$ cat src/rtl/atm_match_pkg.sv
package atm_match_pkg;
  localparam int ENT_W  = 64;
  localparam int WORD_W = 32;
  localparam int KEY_W  = ENT_W - WORD_W;
  localparam int VCI_W  = 16;
  localparam logic [VCI_W-1:0] VCI_PATH = '1;

  typedef enum logic [2:0] {
    OP_NOP      = 3'd0,
    OP_MODE_ON  = 3'd1,
    OP_MODE_OFF = 3'd2,
    OP_MASK     = 3'd3,
    OP_INSERT   = 3'd4,
    OP_DELETE   = 3'd5
  } op_e;
endpackage

$ cat src/rtl/atm_entry_cmp.sv
module atm_entry_cmp
  import atm_match_pkg::*;
(
  input  logic [ENT_W-1:0] entry_i,
  input  logic [KEY_W-1:0] key_i,
  input  logic [KEY_W-1:0] ign_i,
  output logic             full_eq_o,
  output logic             path_eq_o
);
  logic [KEY_W-1:0] diff;

  assign diff      = (entry_i[ENT_W-1:WORD_W] ^ key_i) & ~ign_i;
  assign full_eq_o = ~|diff;
  assign path_eq_o = ~|diff[KEY_W-1:VCI_W];
endmodule

$ cat src/rtl/atm_prio_enc.sv
module atm_prio_enc #(
  parameter int N  = 16,
  localparam int IW = (N > 1) ? $clog2(N) : 1
) (
  input  logic [N-1:0]  req_i,
  output logic          any_o,
  output logic [IW-1:0] idx_o
);
  always_comb begin
    any_o = 1'b0;
    idx_o = '0;
    for (int i = N - 1; i >= 0; i--) begin
      if (req_i[i]) begin
        any_o = 1'b1;
        idx_o = IW'(i);
      end
    end
  end

  // chosen slot must be a requesting slot
  always_comb begin
    if (any_o) a_r6_idx_requests: assert (req_i[idx_o]);
  end
endmodule

$ cat src/rtl/atm_circuit_match.sv
module atm_circuit_match
  import atm_match_pkg::*;
#(
  parameter int               ENTRIES = 16,
  parameter logic [KEY_W-1:0] IGN_RST = 32'hF000_0000
) (
  input  logic              clk_i,
  input  logic              rst_ni,
  input  logic              cmd_vld_i,
  input  logic [2:0]        cmd_op_i,
  input  logic [ENT_W-1:0]  cmd_data_i,
  input  logic              srch_i,
  input  logic [KEY_W-1:0]  key_i,
  output logic              mode_o,
  output logic              rdy_o,
  output logic              hit_o,
  output logic              path_o,
  output logic [WORD_W-1:0] word_o
);
  localparam int IW = (ENTRIES > 1) ? $clog2(ENTRIES) : 1;

  logic [ENT_W-1:0]   tbl_q [ENTRIES];
  logic [ENTRIES-1:0] vld_q;
  logic [KEY_W-1:0]   ign_q;
  logic               mode_q;

  logic [ENTRIES-1:0] isp, s_full, s_path, c_full, c_path;
  logic [ENTRIES-1:0] vcc_req, vpc_req, ex_req, vps_req;

  for (genvar g = 0; g < ENTRIES; g++) begin : g_ent
    assign isp[g] = (tbl_q[g][WORD_W+VCI_W-1:WORD_W] == VCI_PATH);

    atm_entry_cmp u_srch (
      .entry_i  (tbl_q[g]),
      .key_i    (key_i),
      .ign_i    (ign_q),
      .full_eq_o(s_full[g]),
      .path_eq_o(s_path[g])
    );

    atm_entry_cmp u_cmd (
      .entry_i  (tbl_q[g]),
      .key_i    (cmd_data_i[ENT_W-1:WORD_W]),
      .ign_i    ('0),
      .full_eq_o(c_full[g]),
      .path_eq_o(c_path[g])
    );

    assign vcc_req[g] = vld_q[g] & ~isp[g] & s_full[g];
    assign vpc_req[g] = vld_q[g] &  isp[g] & s_path[g];
    assign ex_req[g]  = vld_q[g] & c_full[g];
    assign vps_req[g] = vld_q[g] & isp[g] & c_path[g];
  end

  logic          vcc_any, vpc_any, ex_any, vps_any, free_any;
  logic [IW-1:0] vcc_idx, vpc_idx, ex_idx, vps_idx, free_idx;

  atm_prio_enc #(.N(ENTRIES)) u_vcc  (.req_i(vcc_req), .any_o(vcc_any),  .idx_o(vcc_idx));
  atm_prio_enc #(.N(ENTRIES)) u_vpc  (.req_i(vpc_req), .any_o(vpc_any),  .idx_o(vpc_idx));
  atm_prio_enc #(.N(ENTRIES)) u_ex   (.req_i(ex_req),  .any_o(ex_any),   .idx_o(ex_idx));
  atm_prio_enc #(.N(ENTRIES)) u_vps  (.req_i(vps_req), .any_o(vps_any),  .idx_o(vps_idx));
  atm_prio_enc #(.N(ENTRIES)) u_free (.req_i(~vld_q),  .any_o(free_any), .idx_o(free_idx));

  op_e           op;
  logic          new_isp;
  logic          ins_en, del_en;
  logic [IW-1:0] ins_idx, del_idx;

  assign op      = op_e'(cmd_op_i);
  assign new_isp = (cmd_data_i[WORD_W+VCI_W-1:WORD_W] == VCI_PATH);

  always_comb begin
    ins_en  = 1'b1;
    ins_idx = free_idx;
    if (ex_any)                           ins_idx = ex_idx;
    else if (mode_q && !new_isp && vps_any) ins_idx = vps_idx;
    else if (!free_any)                   ins_en  = 1'b0;
  end

  always_comb begin
    del_en  = 1'b0;
    del_idx = ex_idx;
    if (ex_any) begin
      del_en = 1'b1;
    end else if (mode_q && !new_isp && vps_any) begin
      del_en  = 1'b1;
      del_idx = vps_idx;
    end
  end

  logic do_ins, do_del;
  assign do_ins = cmd_vld_i && (op == OP_INSERT) && ins_en;
  assign do_del = cmd_vld_i && (op == OP_DELETE) && del_en;

  always_ff @(posedge clk_i) begin
    if (do_ins) tbl_q[ins_idx] <= cmd_data_i;
  end

  always_ff @(posedge clk_i or negedge rst_ni) begin
    if (!rst_ni) begin
      vld_q  <= '0;
      ign_q  <= IGN_RST;
      mode_q <= 1'b0;
    end else begin
      if (do_ins) vld_q[ins_idx] <= 1'b1;
      if (do_del) vld_q[del_idx] <= 1'b0;
      if (cmd_vld_i) begin
        case (op)
          OP_MODE_ON:  mode_q <= 1'b1;
          OP_MODE_OFF: mode_q <= 1'b0;
          OP_MASK:     ign_q  <= cmd_data_i[KEY_W-1:0];
          default: ;
        endcase
      end
    end
  end

  // Search result stage
  logic          s_hit;
  logic [IW-1:0] s_idx;
  logic          rdy_q, hit_q, path_q;
  logic [WORD_W-1:0] word_q;

  assign s_hit = srch_i && mode_q && (vcc_any || vpc_any);
  assign s_idx = vcc_any ? vcc_idx : vpc_idx;

  always_ff @(posedge clk_i or negedge rst_ni) begin
    if (!rst_ni) begin
      rdy_q  <= 1'b0;
      hit_q  <= 1'b0;
      path_q <= 1'b0;
      word_q <= '0;
    end else begin
      rdy_q  <= srch_i;
      hit_q  <= s_hit;
      path_q <= s_hit && !vcc_any;
      word_q <= s_hit ? tbl_q[s_idx][WORD_W-1:0] : '0;
    end
  end

  assign mode_o = mode_q;
  assign rdy_o  = rdy_q;
  assign hit_o  = hit_q;
  assign path_o = path_q;
  assign word_o = word_q;

  a_r3_hit_with_rdy: assert property (@(posedge clk_i) disable iff (!rst_ni)
    hit_o |-> rdy_o);
  a_r2_off_no_hit: assert property (@(posedge clk_i) disable iff (!rst_ni)
    (srch_i && !mode_o) |=> !hit_o);
  a_r2_mode_set: assert property (@(posedge clk_i) disable iff (!rst_ni)
    (cmd_vld_i && cmd_op_i == 3'd1) |=> mode_o);
  a_r2_mode_clear: assert property (@(posedge clk_i) disable iff (!rst_ni)
    (cmd_vld_i && cmd_op_i == 3'd2) |=> !mode_o);
  a_r5_path_is_hit: assert property (@(posedge clk_i) disable iff (!rst_ni)
    path_o |-> hit_o);
  a_r8_miss_quiet: assert property (@(posedge clk_i) disable iff (!rst_ni)
    (rdy_o && !hit_o) |-> (word_o == '0 && !path_o));
endmodule

$ cat config.mk
export PLATFORM = sky130hd
export DESIGN_NAME = atm_circuit_match
export DESIGN_NICKNAME = d
export VERILOG_FILES = /design/src/rtl/atm_match_pkg.sv /design/src/rtl/atm_entry_cmp.sv /design/src/rtl/atm_prio_enc.sv /design/src/rtl/atm_circuit_match.sv
export SDC_FILE = /design/constraint.sdc
export NUM_CORES = 2
export LEC_CHECK = 0
export BUFFER_PORTS_ARGS = -buffer_cell sky130_fd_sc_hd__buf_2
export CAP_MARGIN = 20
export CORE_MARGIN = 3
export CORE_UTILIZATION = 57
export CTS_CLUSTER_DIAMETER = 50
export DETAILED_ROUTE_END_ITERATION = 7
export GPL_TIMING_DRIVEN = 0
export PLACE_DENSITY = 0.87
export SYNTH_ARGS = -nofsm -noshare
export SYNTH_HDL_FRONTEND = slang
export SYNTH_SLANG_ARGS = --single-unit
$ cat constraint.sdc
create_clock -name clk_i -period 7 [get_ports clk_i]
set_clock_uncertainty 0.15 [all_clocks]
set_input_delay 1.05 -clock clk_i [delete_from_list [all_inputs] [get_ports clk_i]]
set_output_delay 1.05 -clock clk_i [all_outputs]
set_load 0.02 [all_outputs]
==> run summary <==
Status: complete, but fails checks
Violated checks: design-rule violations, negative setup slack
Worst Max-Slew Pin Slew: 1325 ps
Wire length per cell: 37.60 um
Sequential Power Share: 43.3%
Peak VDD IR: 0.0002336 V
Min-delay worst type: in2async
R2R cell count: 16
Post-synthesis sequential area ratio: 58.65%
Yosys warning count: 0
Switching share of total power: 28.34%
Number of global-route vias before repair: 41.98k
Async set-reset flop share out of synthesis: 7.581%
Crit path from: ign_q[26]$_DFFE_PN0P_
Crit Reg-Reg Startpoint: ign_q[26]$_DFFE_PN0P_
Gr ovfl total: 0
Core region area: 0.09714 sq mm
Number of synthesized flops with an enable pin: 1024
Synthesized Nets: 4491
Combinational power share: 14.1%
Setup violators final: 57
Worst path most repeated cell: buf_2
Area leader, netlist: edfxtp_1
Crit share post-route: 105.1%
# IOs: 139
DP HPWL: 149.8 mm
Max-Slew Margin vs Limit: 11.65%
CTS tree: yes
Critical Path End Type: flip-flop
Clk slew on worst S/H paths: 60 ps
Skew-Pair Late Insertion Delay: 800 ps
Reg2reg setup slack: -350 ps
# nets final: 4811
Setup TNS: -4872 ps
Area Overhead vs Synth: 14.55%
Total track usage: 43.84%
Top FF cell, synth: edfxtp_1
Largest cells by area after synthesis: edfxtp_1 (55%), xnor2_1 (9.8%), xor2_1 (6.1%)
Hold WS: 135.4 ps
Vias per inst: 7.253
DR iter-0 viols: 8694
Worst setup margin: -354.5 ps
Initial antenna violation count: 13
Pwr per Cell Area: 267.5 mW/mm^2
First-pass DRT Iterations: 8
Die Wd: 319.5 um
Row count: 114
Max_cap viols: 0
Fmax: 136.0 MHz
Die span in y: 319.5 um
Critical path capture point: word_o[7]$_DFF_PN0_
CTS buffer count: 130
WP depth: 16
Post-layout minimum cycle time: 7354 ps
Area share of the largest cell type after synthesis: 54.89%
Cells after DPL: 5816
Pint: 12300 uW
Switching power: 4865 uW
CTS sink cnt: 1108
Slowest-stage cell, CP: nor4_2
CTS root buffer: clkbuf_16
DRC: 1
Filler cells: 6837
PortBufs: 106
First-pass GRT wire length: 314.0 mm
Setup Crit Path Kind: reg2reg
Non-filler cells, final: 6095
Netlist cell types: 97
Max Slew Vio Count: 0
Worst-path fanout max: 10
DRT antenna net count: 0
Reg2reg end: word_o[7]$_DFF_PN0_
Crit path required time: 7440 ps
GP Congestion: 1.038
H-tree depth: 4
Clk pwr share: 42.6%
CP Launch Type: flip-flop
Initial core utilization: 57.68%
Via count: 44.21k
Synthesized area: 0.05602 sq mm
Crit-path leading delay family: buffers and inverters
Final hold violations: 0
Total routed wirelength: 229.2 mm
CP Buf/Inv Count: 5
Mean Syn Cell Area: 12.77 sq um
Dpl ws: -925.4 ps
Layout cells sized above 1: 15.10%
Largest net degree at the start of global routing: 50
Longest Clk Path Bufs: 3
Slowest stage delay, CP: 760 ps
Cells after synthesis: 4388
Critical-path cell list: clkbuf_1 > buf_2 > buf_2 > o22ai_1 > nor4_2 > nand4_1 > o22ai_1 > nand2b_1 > nand4b_1 > a311oi_1 > o32ai_1 > nor3_1 > buf_2 > clkbuf_1 > a22o_1 > a211oi_2
Full die area: 0.1021 sq mm
Worst path arrival time: 7790 ps
#FFs+latches synth: 1108
Static Leak: 0.02134 uW
layer usage:
metal | track usage (%) | vias up | share of wire [%]
met1 | 56.87 | 21250 | 34
met2 | 62.97 | 4615 | 41
met3 | 15.19 | 1097 | 16
li1 | - | 17240 | -
met4 | 28.19 | 12 | 8.2
met5 | 0.04630 | - | 0.047
cell type report:
class / count / area, sq um / area share, %
sequential: 1108 / 32860 / 51.20
multi-input combinational: 2972 / 21780 / 33.94
clock buffer: 171 / 3652 / 5.691
timing repair buffer: 187 / 1762 / 2.745
tap: 1276 / 1597 / 2.488
buffer: 274 / 1395 / 2.174
clock inverter: 69 / 989.7 / 1.542
inverter: 35 / 133.9 / 0.2086
antenna: 3 / 7.507 / 0.01170
power groups by stage:
stage	Clock [uW]	Combinational, uW	Sequential (uW)
2_1_floorplan	0	1170	7540
3_3_place_gp	0	2170	7560
3_5_place_dp	0	2220	7560
4_1_cts	7270	2240	7430
5_1_grt	7550	2390	7430
6_report	7320	2420	7430
logic make-up (layout without fill, tap and decap cells):
family	after synthesis	count (layout)	synth area share (%)
AOI/OAI and AO/OA	558	558	6.914
xor gates and xnor gates	1025	1025	16.08
muxes	256	256	4.708
other	0	3	0
DFF	1108	1108	58.65
buffers and inverters	309	736	2.700
and+or+nand+nor	1132	1133	10.95
worst min-delay path by stage:
stage,end,cells after the start,startpoint
final,word_o[5]$_DFF_PN0_,1,rst_ni
after global routing,word_o[8]$_DFF_PN0_,1,rst_ni
after CTS,word_o[5]$_DFF_PN0_,1,rst_ni
after detailed placement,vld_q[6]$_DFF_PN0_,2,vld_q[6]$_DFF_PN0_
after global placement,vld_q[6]$_DFF_PN0_,2,vld_q[6]$_DFF_PN0_
after floorplan,vld_q[6]$_DFF_PN0_,2,vld_q[6]$_DFF_PN0_
cells in the final DEF, fill, tap and decap left out, types with 31 or more instances in the layout:
cell and count:
a211oi_1 31, a22oi_1 31, and3_1 47, buf_2 277
buf_4 53, clkbuf_1 86, clkbuf_16 134, dfrtp_1 80
edfxtp_1 1024, inv_1 33, mux2_2 60, mux2i_1 196
nand2_1 207, nand3_1 76, nand4_1 161, nor2_1 201
nor3_1 74, nor4_1 188, o21ai_0 46, o22ai_1 280
or4_1 33, xnor2_1 630, xor2_1 391
stage by stage:
stage / cell area, sq um / power [uW] / util, %
2_1_floorplan: 56030 / 8708 / -
5_1_grt: 64170 / 17370 / 66.06
4_1_cts: 63860 / 16930 / 65.74
6_report: 64170 / 17170 / 66.07
3_5_place_dp: 59170 / 9784 / 60.92
3_3_place_gp: 58160 / 9735 / 59.87
what timing repair did:
item / 4_1_cts / 5_1_grt
pin swaps: 1 / 5
buffers inserted: 3 / 17
resized for setup: 4 / 8
gates cloned: 0 / 1
endpoints found under the setup margin: 51 / 321
hold buffers: 0 / 0
state kept, by name (all words and copies together), names as in the netlist:
name,flops
ign_q,32
vld_q,16
mode_o,1
tbl_q,1024
path_o,1
word_o,32
rdy_o,1
hit_o,1
synthesized netlist by cell type (all sizes together), types with 76 or more instances:
master,count
nor2,212
nand4,163
dfrtp,80
mux2i,196
buf,208
edfxtp,1024
xnor2,634
xor2,391
nor4,197
o22ai,280
nand3,76
nand2,207
Note: power is estimated with default switching activity, not from simulation.
